**src/rtl/fam_pkg.sv**
```systemverilog
package fam_pkg;
    typedef enum logic [2:0] {
        S_IDLE,
        S_ARM,
        S_MEAS,
        S_DONE,
        S_GAP
    } fam_state_t;
endpackage

```
**src/rtl/fam_cycle_cnt.sv**
```systemverilog
module fam_cycle_cnt #(
    parameter int W = 10
) (
    input  logic         clk,
    input  logic         rst_n,
    input  logic         clr_i,
    output logic [W-1:0] cnt_o
);
    // Saturating up-counter with synchronous clear.
    always_ff @(posedge clk or negedge rst_n) begin
        if (!rst_n)              cnt_o <= '0;
        else if (clr_i)          cnt_o <= '0;
        else if (cnt_o != '1)    cnt_o <= cnt_o + 1'b1;
    end
endmodule

```
**src/rtl/fam_sampler.sv**
```systemverilog
module fam_sampler #(
    parameter int NUM_IN      = 24,
    parameter int SEL_W       = 5,
    parameter int SYNC_STAGES = 2
) (
    input  logic              clk,
    input  logic              rst_n,
    input  logic [NUM_IN-1:0] fe_i,
    input  logic [SEL_W-1:0]  sel_i,
    output logic              fall_o,
    output logic              high_o
);
    logic                   pick;
    logic                   neg_q;
    logic [SYNC_STAGES:0]   p_sh;   // rising-edge samples, index 0 newest
    logic [SYNC_STAGES-1:0] n_sh;   // falling-edge samples paired with p_sh

    // Input mux; an index beyond the last line reads as idle high.
    always_comb begin
        pick = 1'b1;
        for (int i = 0; i < NUM_IN; i++)
            if (sel_i == SEL_W'(i)) pick = fe_i[i];
    end

    // Mid-cycle sample taken at the falling clock edge.
    always_ff @(negedge clk or negedge rst_n) begin
        if (!rst_n) neg_q <= 1'b1;
        else        neg_q <= pick;
    end

    always_ff @(posedge clk or negedge rst_n) begin
        if (!rst_n) begin
            p_sh <= '1;
            n_sh <= '1;
        end else begin
            p_sh[0] <= pick;
            n_sh[0] <= neg_q;
            for (int s = 1; s <= SYNC_STAGES; s++) p_sh[s] <= p_sh[s-1];
            for (int s = 1; s < SYNC_STAGES; s++)  n_sh[s] <= n_sh[s-1];
        end
    end

    // Fall between two synchronised rising-edge samples; the mid-cycle
    // sample of the later pair tells which clock phase held the edge.
    assign fall_o = p_sh[SYNC_STAGES] & ~p_sh[SYNC_STAGES-1];
    assign high_o = ~n_sh[SYNC_STAGES-1];
endmodule

```
**src/rtl/fam_ctrl.sv**
```systemverilog
module fam_ctrl
    import fam_pkg::*;
#(
    parameter int CNT_W      = 9,
    parameter int CYC_W      = 10,
    parameter int GAP_W      = 10,
    parameter int FRAME_CLKS = 512,
    parameter int LAT        = 2
) (
    input  logic             clk,
    input  logic             rst_n,
    input  logic             start_i,
    input  logic             frm_i,
    input  logic             fall_i,
    input  logic             high_i,
    input  logic [CYC_W-1:0] cyc_i,
    input  logic [GAP_W-1:0] gap_i,
    output logic             cyc_clr_o,
    output logic             gap_clr_o,
    output logic             done_o,
    output logic [CNT_W-1:0] offset_o,
    output logic             phase_o
);
    localparam logic [CYC_W-1:0] LAT_C   = CYC_W'(LAT);
    localparam logic [CYC_W-1:0] TMO_C   = CYC_W'(FRAME_CLKS + LAT);
    localparam logic [GAP_W-1:0] GAP_END = GAP_W'(FRAME_CLKS - 1);

    fam_state_t state, nxt;
    logic       start_q;
    logic       hit, tmo;

    assign hit       = fall_i && (cyc_i >= LAT_C);
    assign tmo       = (cyc_i >= TMO_C);
    assign cyc_clr_o = (state == S_ARM) && frm_i;
    assign gap_clr_o = start_i || (state != S_GAP);

    always_ff @(posedge clk or negedge rst_n) begin
        if (!rst_n) begin
            state   <= S_IDLE;
            start_q <= 1'b0;
        end else begin
            state   <= nxt;
            start_q <= start_i;
        end
    end

    always_comb begin
        nxt = state;
        unique case (state)
            S_IDLE: if (start_i && !start_q) nxt = S_ARM;
            S_ARM:  if (!start_i) nxt = S_GAP;
                    else if (frm_i) nxt = S_MEAS;
            S_MEAS: if (!start_i) nxt = S_GAP;
                    else if (hit || tmo) nxt = S_DONE;
            S_DONE: if (!start_i) nxt = S_GAP;
            S_GAP:  if (!start_i && gap_i == GAP_END) nxt = S_IDLE;
            default: nxt = S_IDLE;
        endcase
    end

    always_ff @(posedge clk or negedge rst_n) begin
        if (!rst_n) begin
            done_o   <= 1'b0;
            offset_o <= '0;
            phase_o  <= 1'b0;
        end else if (!start_i) begin
            done_o   <= 1'b0;
            offset_o <= '0;
            phase_o  <= 1'b0;
        end else if (state == S_MEAS && tmo) begin
            done_o   <= 1'b1;
            offset_o <= '1;
            phase_o  <= 1'b0;
        end else if (state == S_MEAS && hit) begin
            done_o   <= 1'b1;
            offset_o <= CNT_W'(cyc_i - LAT_C);
            phase_o  <= high_i;
        end
    end

    // a falling start control leaves an empty result
    p_clear_r8: assert property (@(posedge clk) disable iff (!rst_n)
        $fell(start_i) |=> (!done_o && offset_o == '0 && !phase_o));
    // result frozen while complete and still started
    p_hold_r10: assert property (@(posedge clk) disable iff (!rst_n)
        (done_o && start_i) |=> (done_o && $stable(offset_o) && $stable(phase_o)));
    // a high start during the quiet frame keeps the block quiet
    p_gap_hold_r9: assert property (@(posedge clk) disable iff (!rst_n)
        (state == S_GAP && start_i) |=> (state == S_GAP && !done_o));
    // the measuring window never runs past the timeout point
    p_window_r7: assert property (@(posedge clk) disable iff (!rst_n)
        (state == S_MEAS) |-> (cyc_i <= TMO_C));
    // measuring only starts from the armed state
    p_arm_first_r3: assert property (@(posedge clk) disable iff (!rst_n)
        (state != S_ARM && state != S_MEAS) |=> (state != S_MEAS));
endmodule

```
**src/rtl/frame_offset_meter.sv**
```systemverilog
module frame_offset_meter #(
    parameter int NUM_IN      = 24,
    parameter int SEL_W       = 5,
    parameter int CNT_W       = 9,
    parameter int FRAME_CLKS  = 512,
    parameter int SYNC_STAGES = 2
) (
    input  logic              clk,
    input  logic              rst_n,
    input  logic              frm_pulse_i,
    input  logic [NUM_IN-1:0] fe_i,
    input  logic [SEL_W-1:0]  sel_i,
    input  logic              start_i,
    output logic              done_o,
    output logic [CNT_W-1:0]  offset_o,
    output logic              phase_o
);
    localparam int CYC_W = $clog2(FRAME_CLKS + SYNC_STAGES + 1);
    localparam int GAP_W = $clog2(FRAME_CLKS + 1);

    logic             fall, high;
    logic             cyc_clr, gap_clr;
    logic [CYC_W-1:0] cyc;
    logic [GAP_W-1:0] gap;

    fam_sampler #(.NUM_IN(NUM_IN), .SEL_W(SEL_W), .SYNC_STAGES(SYNC_STAGES)) u_smp (
        .clk(clk), .rst_n(rst_n), .fe_i(fe_i), .sel_i(sel_i),
        .fall_o(fall), .high_o(high)
    );

    fam_cycle_cnt #(.W(CYC_W)) u_cyc (
        .clk(clk), .rst_n(rst_n), .clr_i(cyc_clr), .cnt_o(cyc)
    );

    fam_cycle_cnt #(.W(GAP_W)) u_gap (
        .clk(clk), .rst_n(rst_n), .clr_i(gap_clr), .cnt_o(gap)
    );

    fam_ctrl #(
        .CNT_W(CNT_W), .CYC_W(CYC_W), .GAP_W(GAP_W),
        .FRAME_CLKS(FRAME_CLKS), .LAT(SYNC_STAGES)
    ) u_ctl (
        .clk(clk), .rst_n(rst_n), .start_i(start_i), .frm_i(frm_pulse_i),
        .fall_i(fall), .high_i(high), .cyc_i(cyc), .gap_i(gap),
        .cyc_clr_o(cyc_clr), .gap_clr_o(gap_clr),
        .done_o(done_o), .offset_o(offset_o), .phase_o(phase_o)
    );
endmodule

```
**config.mk**
```make
export PLATFORM = sky130hd
export DESIGN_NAME = frame_offset_meter
export DESIGN_NICKNAME = d
export VERILOG_FILES = /design/src/rtl/fam_pkg.sv /design/src/rtl/fam_cycle_cnt.sv /design/src/rtl/fam_sampler.sv /design/src/rtl/fam_ctrl.sv /design/src/rtl/frame_offset_meter.sv
export SDC_FILE = /design/constraint.sdc
export NUM_CORES = 1
export LEC_CHECK = 0
export BUFFER_PORTS_ARGS = -buffer_cell sky130_fd_sc_hd__clkbuf_2
export CAP_MARGIN = 40
export CORE_MARGIN = 2
export CORE_UTILIZATION = 50
export DETAILED_ROUTE_END_ITERATION = 16
export GPL_TIMING_DRIVEN = 0
export PLACE_DENSITY = 0.73
export SLEW_MARGIN = 20
export SYNTH_ARGS = -nofsm -noshare
export SYNTH_HDL_FRONTEND = slang
export SYNTH_SLANG_ARGS = --single-unit
```
**constraint.sdc**
```tcl
create_clock -name clk -period 2.8 [get_ports clk]
set_clock_uncertainty 0.05 [all_clocks]
set_input_delay 0.56 -clock clk [delete_from_list [all_inputs] [get_ports clk]]
set_output_delay 0.56 -clock clk [all_outputs]
set_load 0.05 [all_outputs]
```
Yosys cells after proc, flatten, opt, wreduce, memory -nomap -nowiden
Cells that the tools add are included.
{ "totals": {"regBits": 41, "input_bits": 33, "out_inout_bits": 11, "wordCells": 115} }
{ "classes": {"n_addsub": 3, "order_cmp": 2, "eq_ne": 37, "n_mux": 45, "bitwise_logic": 3, "n_reduce_logical": 15} }
{ "op_table": {"columns": ["cell", "n"], "rows": [
  ["$eq 5x4->1 const B", 8],
  ["$eq 5x5->1 const B", 8],
  ["$mux 10", 4],
  ["$mux 1", 30],
  ["$mux 9", 3],
  ["$mux 3", 7],
  ["$add 10x1->10 const B", 2],
  ["$eq 5x3->1 const B", 4],
  ["$ne 10x10->1 const B", 2],
  ["$pmux 3 s5", 1],
  ["$eq 10x9->1 const B", 1],
  ["$eq 5x2->1 const B", 2],
  ["$ge 10x10->1 const B", 1],
  ["$ge 10x2->1 const B", 1],
  ["$sub 9x2->9 const B", 1],
  ["$eq 3x2->1 const B", 2],
  ["$logic_and 1x1->1", 6],
  ["$ne 3x3->1 const B", 2],
  ["$eq 5x1->1 const B", 1],
  ["$logic_not 5->1", 1],
  ["$reduce_and 5->1", 1],
  ["$ne 2x1->1 const B", 2],
  ["$reduce_bool 2->1", 2],
  ["$eq 3x1->1 const B", 1],
  ["9 further kinds", 12]
]} }

Longest topological paths before layout
Gate-level depths: netlist of run 1.
{ "logic_depth": {"word_depth": 25, "depth_mapped": 8, "mapped_depth_nobuf": 7} }

By module
A second synthesis of run 1 with hierarchy kept.
{ "unflattened": {"hier_cells": 268, "area_unflattened_um2": 2597.5} }
{ "modules_own_cells": {"columns": ["module", "instances", "cells_per_inst", "area_per_inst_um2", "seq_area_each_um2"], "rows": [
  ["fam_cycle_cnt", 2, 59, 584.3, 250.2],
  ["fam_ctrl", 1, 87, 864.6, 375.4],
  ["fam_sampler", 1, 63, 564.3, 157.7]
]} }

==> results of run 1 <==
==> flip-flops by register name, summed over array words and instances, names as in the netlist <==
| register | count |
|---|---|
| u_ctl.done_o | 1 |
| u_ctl.offset_o | 9 |
| u_ctl.phase_o | 1 |
| u_ctl.start_q | 1 |
| u_ctl.state | 3 |
| u_cyc.cnt_o | 10 |
| u_gap.cnt_o | 10 |
| u_smp.n_sh | 2 |
| u_smp.neg_q | 1 |
| u_smp.p_sh | 3 |
==> routing by layer <==
layer  track usage  up-vias  routed length [um]
li1              -     1039                   -
met1         0.259      975                2360
met2         0.335       64                2350
met3        0.0461       13                 247
met4        0.0889        0                 123
met5             0        -                   0
==> area by class of cell <==
| type | count | share of cell area |
|---|---|---|
| multi-input combinational | 188 | 0.456 |
| sequential | 41 | 0.345 |
| timing repair buffer | 47 | 0.0897 |
| buffer | 16 | 0.0447 |
| tap | 67 | 0.0280 |
| clock buffer | 8 | 0.0267 |
| inverter | 7 | 0.00876 |
| clock inverter | 1 | 0.00125 |
==> power groups by stage <==
stage                     clock network, uW  logic [uW]  registers (uW)
final                                   377         798             745
after global routing                    409         905             759
after CTS                               387         804             744
after detailed placement               4.47         781             756
after global placement                 4.47         760             749
after floorplan                        4.47         590             766
==> timing repair <==
action | 4_1_cts | 5_1_grt
pin swaps | 2 | 2
resized for setup | 14 | 4
hold endpoints to repair | 0 | 0
endpoints found under the setup margin | 1 | 1
gates cloned | 1 | 0
setup buffers | 3 | 0
==> Yosys cell counts, types with 2 or more instances <==
cell	number
xor2_1	9
nand4_1	6
a21oi_1	15
and3_1	3
or4_1	2
dfstp_2	6
o21a_1	2
nor3b_1	5
nor2b_1	5
and2_1	2
a31oi_1	2
ha_1	6
xnor2_1	10
dfrtp_1	35
and4_1	3
buf_6	2
inv_1	8
or4_4	2
nor2_1	28
o21ai_0	10
nand3_1	8
mux4_2	3
mux2i_1	5
clkbuf_1	12
o32ai_1	2
buf_2	2
or3_1	2
o211ai_1	2
o31ai_1	3
a311oi_1	9
nand2_1	9
a211oi_1	3
nor4_1	2
nand2b_1	8
nor3_1	7
==> metrics by stage <==
| step | power, uW | TNS [ns] | hold WS [ns] | cell area (um2) | std cells |
|---|---|---|---|---|---|
| 6_report | 1920 | -0.0648 | 0.115 | 3000 | 375 |
| 3_5_place_dp | 1540 | -0.629 | 0.301 | 2820 | 363 |
| 4_1_cts | 1940 | -0.0328 | 0.121 | 2990 | 375 |
| 5_1_grt | 2070 | -0.0784 | 0.133 | 3000 | 375 |
| 2_1_floorplan | 1360 | -0.359 | 0.214 | 2500 | 253 |
| 3_3_place_gp | 1510 | -0.609 | 0.296 | 2790 | 362 |
==> cells in the final DEF (no fill, tap or decap), drive strengths merged, types with 3 or more instances in the layout <==
cell type  instances
nor2b              5
and3               3
xor2               9
nand4              6
dfstp              6
inv                8
a311oi             9
a211oi             3
or4                4
xnor2             10
nor3               7
o31ai              3
nor2              29
ha                 6
a21oi             15
o21ai             10
mux4               3
nand2              9
clkbuf            62
mux2i              5
and4               3
buf                9
nor3b              5
nand3              8
dfrtp             35
nand2b             8
==> worst max path at each step <==
stage,end,start,slack (ns),cells past startpoint
3_5_place_dp,u_smp.neg_q,sel_i[0],-0.63,6
4_1_cts,u_smp.neg_q,sel_i[2],-0.03,7
6_report,u_smp.neg_q,sel_i[2],-0.06,7
2_1_floorplan,u_smp.neg_q,sel_i[2],-0.36,6
3_3_place_gp,u_smp.neg_q,sel_i[0],-0.61,6
5_1_grt,u_smp.neg_q,sel_i[2],-0.08,7
==> worst max-delay path, cell delays in order <==
cell       delay, ns
clkbuf_16       0.13
clkbuf_16       0.16
o21ai_2         0.12
o21ai_1         0.07
a311o_1         0.40
o311ai_4        0.10
a22oi_2         0.12
==> kinds of logic (layout without fill, tap and decap cells) <==
family | count (synthesis) | in the layout | synth area share
multiplexers | 8 | 8 | 0.0479
XOR/XNOR | 19 | 19 | 0.0678
buffers and inverters | 24 | 79 | 0.0438
flip-flops | 41 | 41 | 0.421
AO/OA/AOI/OAI | 58 | 58 | 0.170
AND/OR/NAND/NOR | 97 | 97 | 0.219
adder cells (fa/ha/maj) | 6 | 6 | 0.0306
==> results.txt, run 1 <==
R2r setup slk: 0.60 ns
Vias/cell: 5.58
Antenna violations before repair: 0
Syn Inst Count: 253
MaxCap Viol Count: 0
FF+latch count, synth: 41
Reg clk slew, reported paths: 0.07 ns
Reg power frac: 0.388
Antenna diodes: 0
Crit Path Class: in -> reg
Yosys Warn Count: 0
Die extent in y: 74.1 um
Top cell type by total area after synthesis: dfrtp_1
Longest Clk Path Bufs: 2
Largest net degree at the start of global routing: 30
Final Routed Wirelength: 5080 um
Register area share after synthesis: 0.421
Detailed-route via count: 2091
Syn_nets: 292
FF-to-FF End: u_ctl.offset_o[8]
Failing checks: setup timing
Total gr overflow: 0
Rows: 25
FF-to-FF path depth: 7
Rel. slew slack: 0.515
GRT Util Overall: 0.204
Sw frac: 0.378
P_int: 1190 uW
HPWL after DPL: 3640 um
Startpoint Class: input port
Pwr/cell area: 640 nW/um2
Outcome: complete, but fails checks
Hold Crit Class: in -> async
DR DRC count: 0
Width of the die: 74.1 um
Port Buffers: 42
Fraction of layout cells with a size suffix above 1: 0.279
Initial DRT Pass Iterations: 4
Clock Power Share: 0.196
H-Tree Depth: 2
Crit path capture type: flip-flop
Multi-input gate area: 1370 um2
CTS Buf Count: 5
TritonCTS clock tree: built
# setup viols final: 1
Gpl congestion: 0.807
Die Area: 5490 um2
Root buffer cell: clkbuf_8
Filler instances: 427
WL per Instance: 13.5 um
Final nets: 346
CP Data Required Time: 1.61 ns
Leak: 0.00129 uW
Clk_lat worst skew: 0.34 ns
Synth Cell Area: 2450 um2
R2r startpoint: u_cyc.cnt_o[4]
Max Slew Vio Count: 0
Top-area cell type share of the netlist area: 0.357
Final Hold Fails: 0
Hold_buf cts: 0
Initial drt markers: 73
Area growth from synthesis to final layout: 22.1%
EDFF count, synth: 0
NetSw: 725 uW
Comb pwr share: 0.416
Synth Flop Type: dfrtp_1
Post-placement setup slack: -0.629 ns
Core area: 4720 um2
Vias in the first global route: 1949
Starting Density: 0.520
Antenna violation net count after detailed routing: 0
Unrepaired setup endpoints after global routing: true
First-pass GRT wire length: 8690 um
CP Data Arrival Time: 1.67 ns
Area contributors post-synth: dfrtp_1, dfstp_2, nor2_1
Synth cell types: 50
Syn Area/Cell: 9.70 um2
Worst slew pin tran: 0.709 ns
Register Area: 1030 um2
Crit-path max FO: 10
Final worst setup slack: -0.0648 ns
Sink Count: 41
Fraction of registers with async set/reset: 1.00
Io pins: 44
Post-layout util: 0.635
VDD IR-drop max: 0.243 mV
(Power assumes the default switching activity.)
==> run 2: changes to the inputs <==
--- a/config.mk
+++ b/config.mk
@@ -8,10 +8,10 @@
 export BUFFER_PORTS_ARGS = -buffer_cell sky130_fd_sc_hd__clkbuf_2
 export CAP_MARGIN = 40
 export CORE_MARGIN = 2
-export CORE_UTILIZATION = 50
+export CORE_UTILIZATION = 56
 export DETAILED_ROUTE_END_ITERATION = 16
 export GPL_TIMING_DRIVEN = 0
-export PLACE_DENSITY = 0.73
+export PLACE_DENSITY = 0.8
 export SLEW_MARGIN = 20
 export SYNTH_ARGS = -nofsm -noshare
 export SYNTH_HDL_FRONTEND = slang
==> run 2 against run 1 <==
  * The run still ends with setup timing left
  * Non-clock buffer count is 1 lower
  * Design area down 0.58%
  * Clock power is 3% lower
  * Via count down 1.2%
  * Clock-buffer cell count down 3
  * Hold slack better by 0.11 ns
  * Largest power group unchanged
==> results.txt, run 2 (same netlist as run 1, synthesis figures left out) <==
Post-DP Area: 2810 um2
DR DRC count: 0
GRT Util Overall: 0.208
TritonCTS clock tree: built
First-pass GRT wire length: 8290 um
Final Routed Wirelength: 4720 um
Unrepaired setup endpoints after global routing: true
Leak: 0.00129 uW
CTS Buf Count: 5
Startpoint Class: input port
# setup viols final: 1
Total gr overflow: 0
Setup total negative slack: -0.121 ns
CP Data Arrival Time: 1.72 ns
Gpl congestion: 0.858
Port Buffers: 42
Reg clk slew, reported paths: 0.07 ns
Design Area, Final: 2980 um2
Comb pwr share: 0.420
Area growth from synthesis to final layout: 21.4%
Vias/cell: 5.75
Met3 Resource Use GR: 0.0476
Clock Power Share: 0.191
Max Slew Vio Count: 0
R2r setup slk: 0.67 ns
Rel. slew slack: 0.486
Fraction of layout cells with a size suffix above 1: 0.283
Crit path capture type: flip-flop
Met2 GRT Util: 0.333
WL per Instance: 13.2 um
Root buffer cell: clkbuf_8
Detailed-route via count: 2065
Fin cells: 359
Met1 usage: 0.271
H-Tree Depth: 2
Die extent in y: 70.2 um
FF-to-FF path depth: 7
Antenna diodes: 0
NetSw: 718 uW
Io pins: 44
Commonest non-fill, non-tap cell in the layout: clkbuf_2
Sink Count: 41
CP Data Required Time: 1.60 ns
Vias in the first global route: 1902
Rows: 24
Placed cells: 348
Crit-path max FO: 10
Antenna violations before repair: 0
Initial drt markers: 82
Post-placement setup slack: -0.667 ns
Starting Density: 0.572
Reg power frac: 0.388
GRT busiest layer: met2
FF-to-FF End: u_ctl.offset_o[1]
Failing checks: setup timing
Initial DRT Pass Iterations: 4
Width of the die: 70.2 um
Most frequent cells in the layout: clkbuf_2, dfrtp_1, nor2_1
VDD IR-drop max: 0.266 mV
Largest net degree at the start of global routing: 24
Core area: 4290 um2
Final Hold Fails: 0
MaxCap Viol Count: 0
Worst slew pin tran: 0.752 ns
Clk_lat worst skew: 0.34 ns
Final nets: 345
P_int: 1190 uW
Hold Crit Class: in -> async
Outcome: complete, but fails checks
HPWL after DPL: 3360 um
Crit Path Class: in -> reg
R2r startpoint: u_cyc.cnt_o[5]
Sw frac: 0.377
Die Area: 4930 um2
Longest Clk Path Bufs: 2
Final worst setup slack: -0.121 ns
Antenna violation net count after detailed routing: 0
Largest regs: u_cyc.cnt_o: 10 flops, u_gap.cnt_o: 10 flops, u_ctl.offset_o: 9 flops
Pwr/cell area: 639 nW/um2
-- run 2: cell count changes in the layout (fill, tap and decap cells not counted), sizes merged --
cell,previous run,this run
clkbuf,62,57
clkinv,0,2
buf,9,10
inv,8,9
-- run 2: how the worst max path moves through the flow --
stage	endpoint	cells past startpoint	slack (ns)	from
after floorplan	u_smp.neg_q	6	-0.36	sel_i[2]
after global placement	u_smp.neg_q	6	-0.61	sel_i[0]
after detailed placement	u_smp.neg_q	7	-0.67	sel_i[0]
after CTS	u_smp.neg_q	6	-0.04	sel_i[2]
after global routing	u_smp.neg_q	7	-0.14	sel_i[2]
final	u_smp.neg_q	7	-0.12	sel_i[2]
-- run 2: power by group through the flow --
stage	Combinational (uW)	Sequential, uW	Clock (uW)
after floorplan	590	766	4.47
after global placement	756	748	4.47
after detailed placement	778	751	4.47
after CTS	792	740	377
after global routing	899	753	402
final	801	740	365
-- run 2: timing repair --
item / in CTS / in global routing
pin swaps: 3 / 2
resized for setup: 11 / 10
hold buffers: 0 / 0
buffers inserted: 2 / 1
setup endpoints to repair: 1 / 1
-- run 2: per-layer routing --
| metal | share of wire | wire (um) |
|---|---|---|
| met4 | 0.026 | 123 |
| met2 | 0.45 | 2130 |
| met5 | 0 | 0 |
| met3 | 0.049 | 231 |
| met1 | 0.47 | 2230 |
-- run 2: per-stage QoR --
| step | total power, uW | hold WS, ns | utilization |
|---|---|---|---|
| 2_1_floorplan | 1360 | 0.214 | - |
| 3_3_place_gp | 1510 | 0.295 | 0.646 |
| 3_5_place_dp | 1530 | 0.297 | 0.654 |
| 4_1_cts | 1910 | 0.242 | 0.685 |
| 5_1_grt | 2050 | 0.266 | 0.694 |
| 6_report | 1910 | 0.228 | 0.694 |
-- run 2: cell type report --
cell class                 instances  area, um2
sequential                        41       1030
fill                             317       1310
buffer                            16        126
clock buffer                       5       68.8
multi-input combinational        188       1380
clock inverter                     4       17.5
tap                               52       65.1
timing repair buffer              46        263
inverter                           7       28.8
-- run 2: worst max-delay path, stage by stage --
cell	delay [ns]
clkbuf_16	0.12
clkbuf_8	0.15
nand3_2	0.10
o21ba_2	0.21
a311o_1	0.33
o311ai_4	0.11
a22oi_2	0.13
==> run 3: changes to the inputs <==
--- a/config.mk
+++ b/config.mk
@@ -8,10 +8,9 @@
 export BUFFER_PORTS_ARGS = -buffer_cell sky130_fd_sc_hd__clkbuf_2
 export CAP_MARGIN = 40
 export CORE_MARGIN = 2
-export CORE_UTILIZATION = 56
+export CORE_UTILIZATION = 30
 export DETAILED_ROUTE_END_ITERATION = 16
 export GPL_TIMING_DRIVEN = 0
-export PLACE_DENSITY = 0.8
 export SLEW_MARGIN = 20
 export SYNTH_ARGS = -nofsm -noshare
 export SYNTH_HDL_FRONTEND = slang
==> run 3 against run 2 <==
  * The run still ends with setup timing left
  * Total power grew 3.4%
  * Final cell count grew 14%
  * Critical endpoint unchanged
  * First-iteration DRC count grew 51%
  * Clock power grew 18%
  * Sequential cell count is the same
  * Critical path depth shrank 1
  * Global-route usage shrank 8.5 points
  * Combinational power is essentially flat
  * Non-clock buffer count shrank 1
  * Sequential share of layout area shrank 0.67 points
  * Via count shrank 1.5%
  * Utilization shrank 31 points
==> results.txt, run 3 (same netlist as run 1, synthesis figures left out) <==
Outcome: complete, but fails checks
Failing checks: setup timing
Die Area: 8920 um2
WHS: 0.163 ns
TritonCTS clock tree: built
Fraction of layout cells with a size suffix above 1: 0.281
Root buffer cell: clkbuf_8
Starting Density: 0.313
Antenna violations before repair: 0
MaxCap Viol Count: 0
Commonest non-fill, non-tap cell in the layout: clkbuf_2
Clk_lat worst skew: 0.34 ns
H-Tree Depth: 2
Unrepaired setup endpoints after global routing: true
Fin cells: 408
Total gr overflow: 0
Largest net degree at the start of global routing: 25
DR DRC count: 0
GRT Util Overall: 0.122
Final Hold Fails: 0
Vias in the first global route: 2033
Core area: 7850 um2
Width of the die: 94.5 um
CP Data Required Time: 1.61 ns
Vias/cell: 4.99
Final worst setup slack: -0.0750 ns
Initial DRT Pass Iterations: 4
Io pins: 44
Detailed-route via count: 2034
Leak: 0.00129 uW
Hold_buf cts: 0
Antenna diodes: 0
Gpl congestion: 0.756
Placed cells: 398
Crit-path max FO: 7
HPWL after DPL: 3760 um
VDD IR-drop max: 0.242 mV
Crit Path Class: in -> reg
Post-placement setup slack: -0.689 ns
Startpoint Class: input port
# setup viols final: 1
Rows: 32
Sink Count: 41
CTS Buf Count: 5
Initial drt markers: 124
Final Routed Wirelength: 4990 um
Largest regs: u_cyc.cnt_o: 10 flops, u_gap.cnt_o: 10 flops, u_ctl.offset_o: 9 flops
Port Buffers: 42
Rel. slew slack: 0.492
Hold Crit Class: in -> async
Die extent in y: 94.5 um
Crit path capture type: flip-flop
Final nets: 344
WL per Instance: 12.2 um
Reg clk slew, reported paths: 0.08 ns
Max Slew Vio Count: 0
Longest Clk Path Bufs: 2
Area growth from synthesis to final layout: 23.8%
Pwr/cell area: 648 nW/um2
First-pass GRT wire length: 8840 um
Worst slew pin tran: 0.743 ns
Antenna violation net count after detailed routing: 0
CP Data Arrival Time: 1.68 ns
Most frequent cells in the layout: clkbuf_2, dfrtp_1, nor2_1
[run 3: what timing repair did]
action	in CTS	in global routing
resized for setup	11	5
endpoints found under the setup margin	1	1
pin swaps	3	1
setup buffers	2	0
[run 3: cell type report]
cell class / count / area, um2
fill: 789 / 4810
clock buffer: 7 / 96.3
tap: 102 / 128
inverter: 7 / 28.8
timing repair buffer: 45 / 255
buffer: 16 / 123
sequential: 41 / 1030
clock inverter: 2 / 8.76
multi-input combinational: 188 / 1370
[run 3: worst max-delay path: stages]
cell       delay, ns
clkbuf_16       0.13
mux2i_1         0.11
mux4_2          0.48
nand3_2         0.10
o311ai_4        0.09
a22oi_2         0.22
[run 3: through the flow]
stage	util	total power [uW]	instance area [um2]	setup TNS [ns]
global placement	0.361	1520	2840	-0.643
floorplan	-	1360	2500	-0.359
finish	0.387	1970	3040	-0.0750
CTS	0.385	1990	3020	-0.0638
global route	0.387	2140	3040	-0.102
detailed placement	0.366	1550	2870	-0.689
[run 3: layer usage]
metal  GRT usage  vias to the layer above  part of all wire
li1            -                     1029                 -
met2       0.205                       54              0.45
met4      0.0399                        0             0.016
met3      0.0263                        6             0.046
met1       0.156                      945              0.48
met5           0                        -                 0
[run 3: final timing paths]
path / start / to / slack (ns) / depth (start not counted)
max in group asynchronous: rst_n / u_smp.neg_q / 0.61 / 2
min in group clk: u_smp.p_sh[0] / u_smp.p_sh[1] / 0.31 / 0
min: rst_n / u_ctl.offset_o[6] / 0.16 / 1
max reg2reg: u_cyc.cnt_o[4] / u_ctl.state[0] / 0.57 / 7
max: sel_i[2] / u_smp.neg_q / -0.07 / 6
min reg2reg: u_smp.p_sh[0] / u_smp.p_sh[1] / 0.31 / 0
[run 3: power breakdown]
part / switching (uW) / internal, uW
Combinational: 470 / 328
Clock: 205 / 225
Sequential: 58.3 / 683
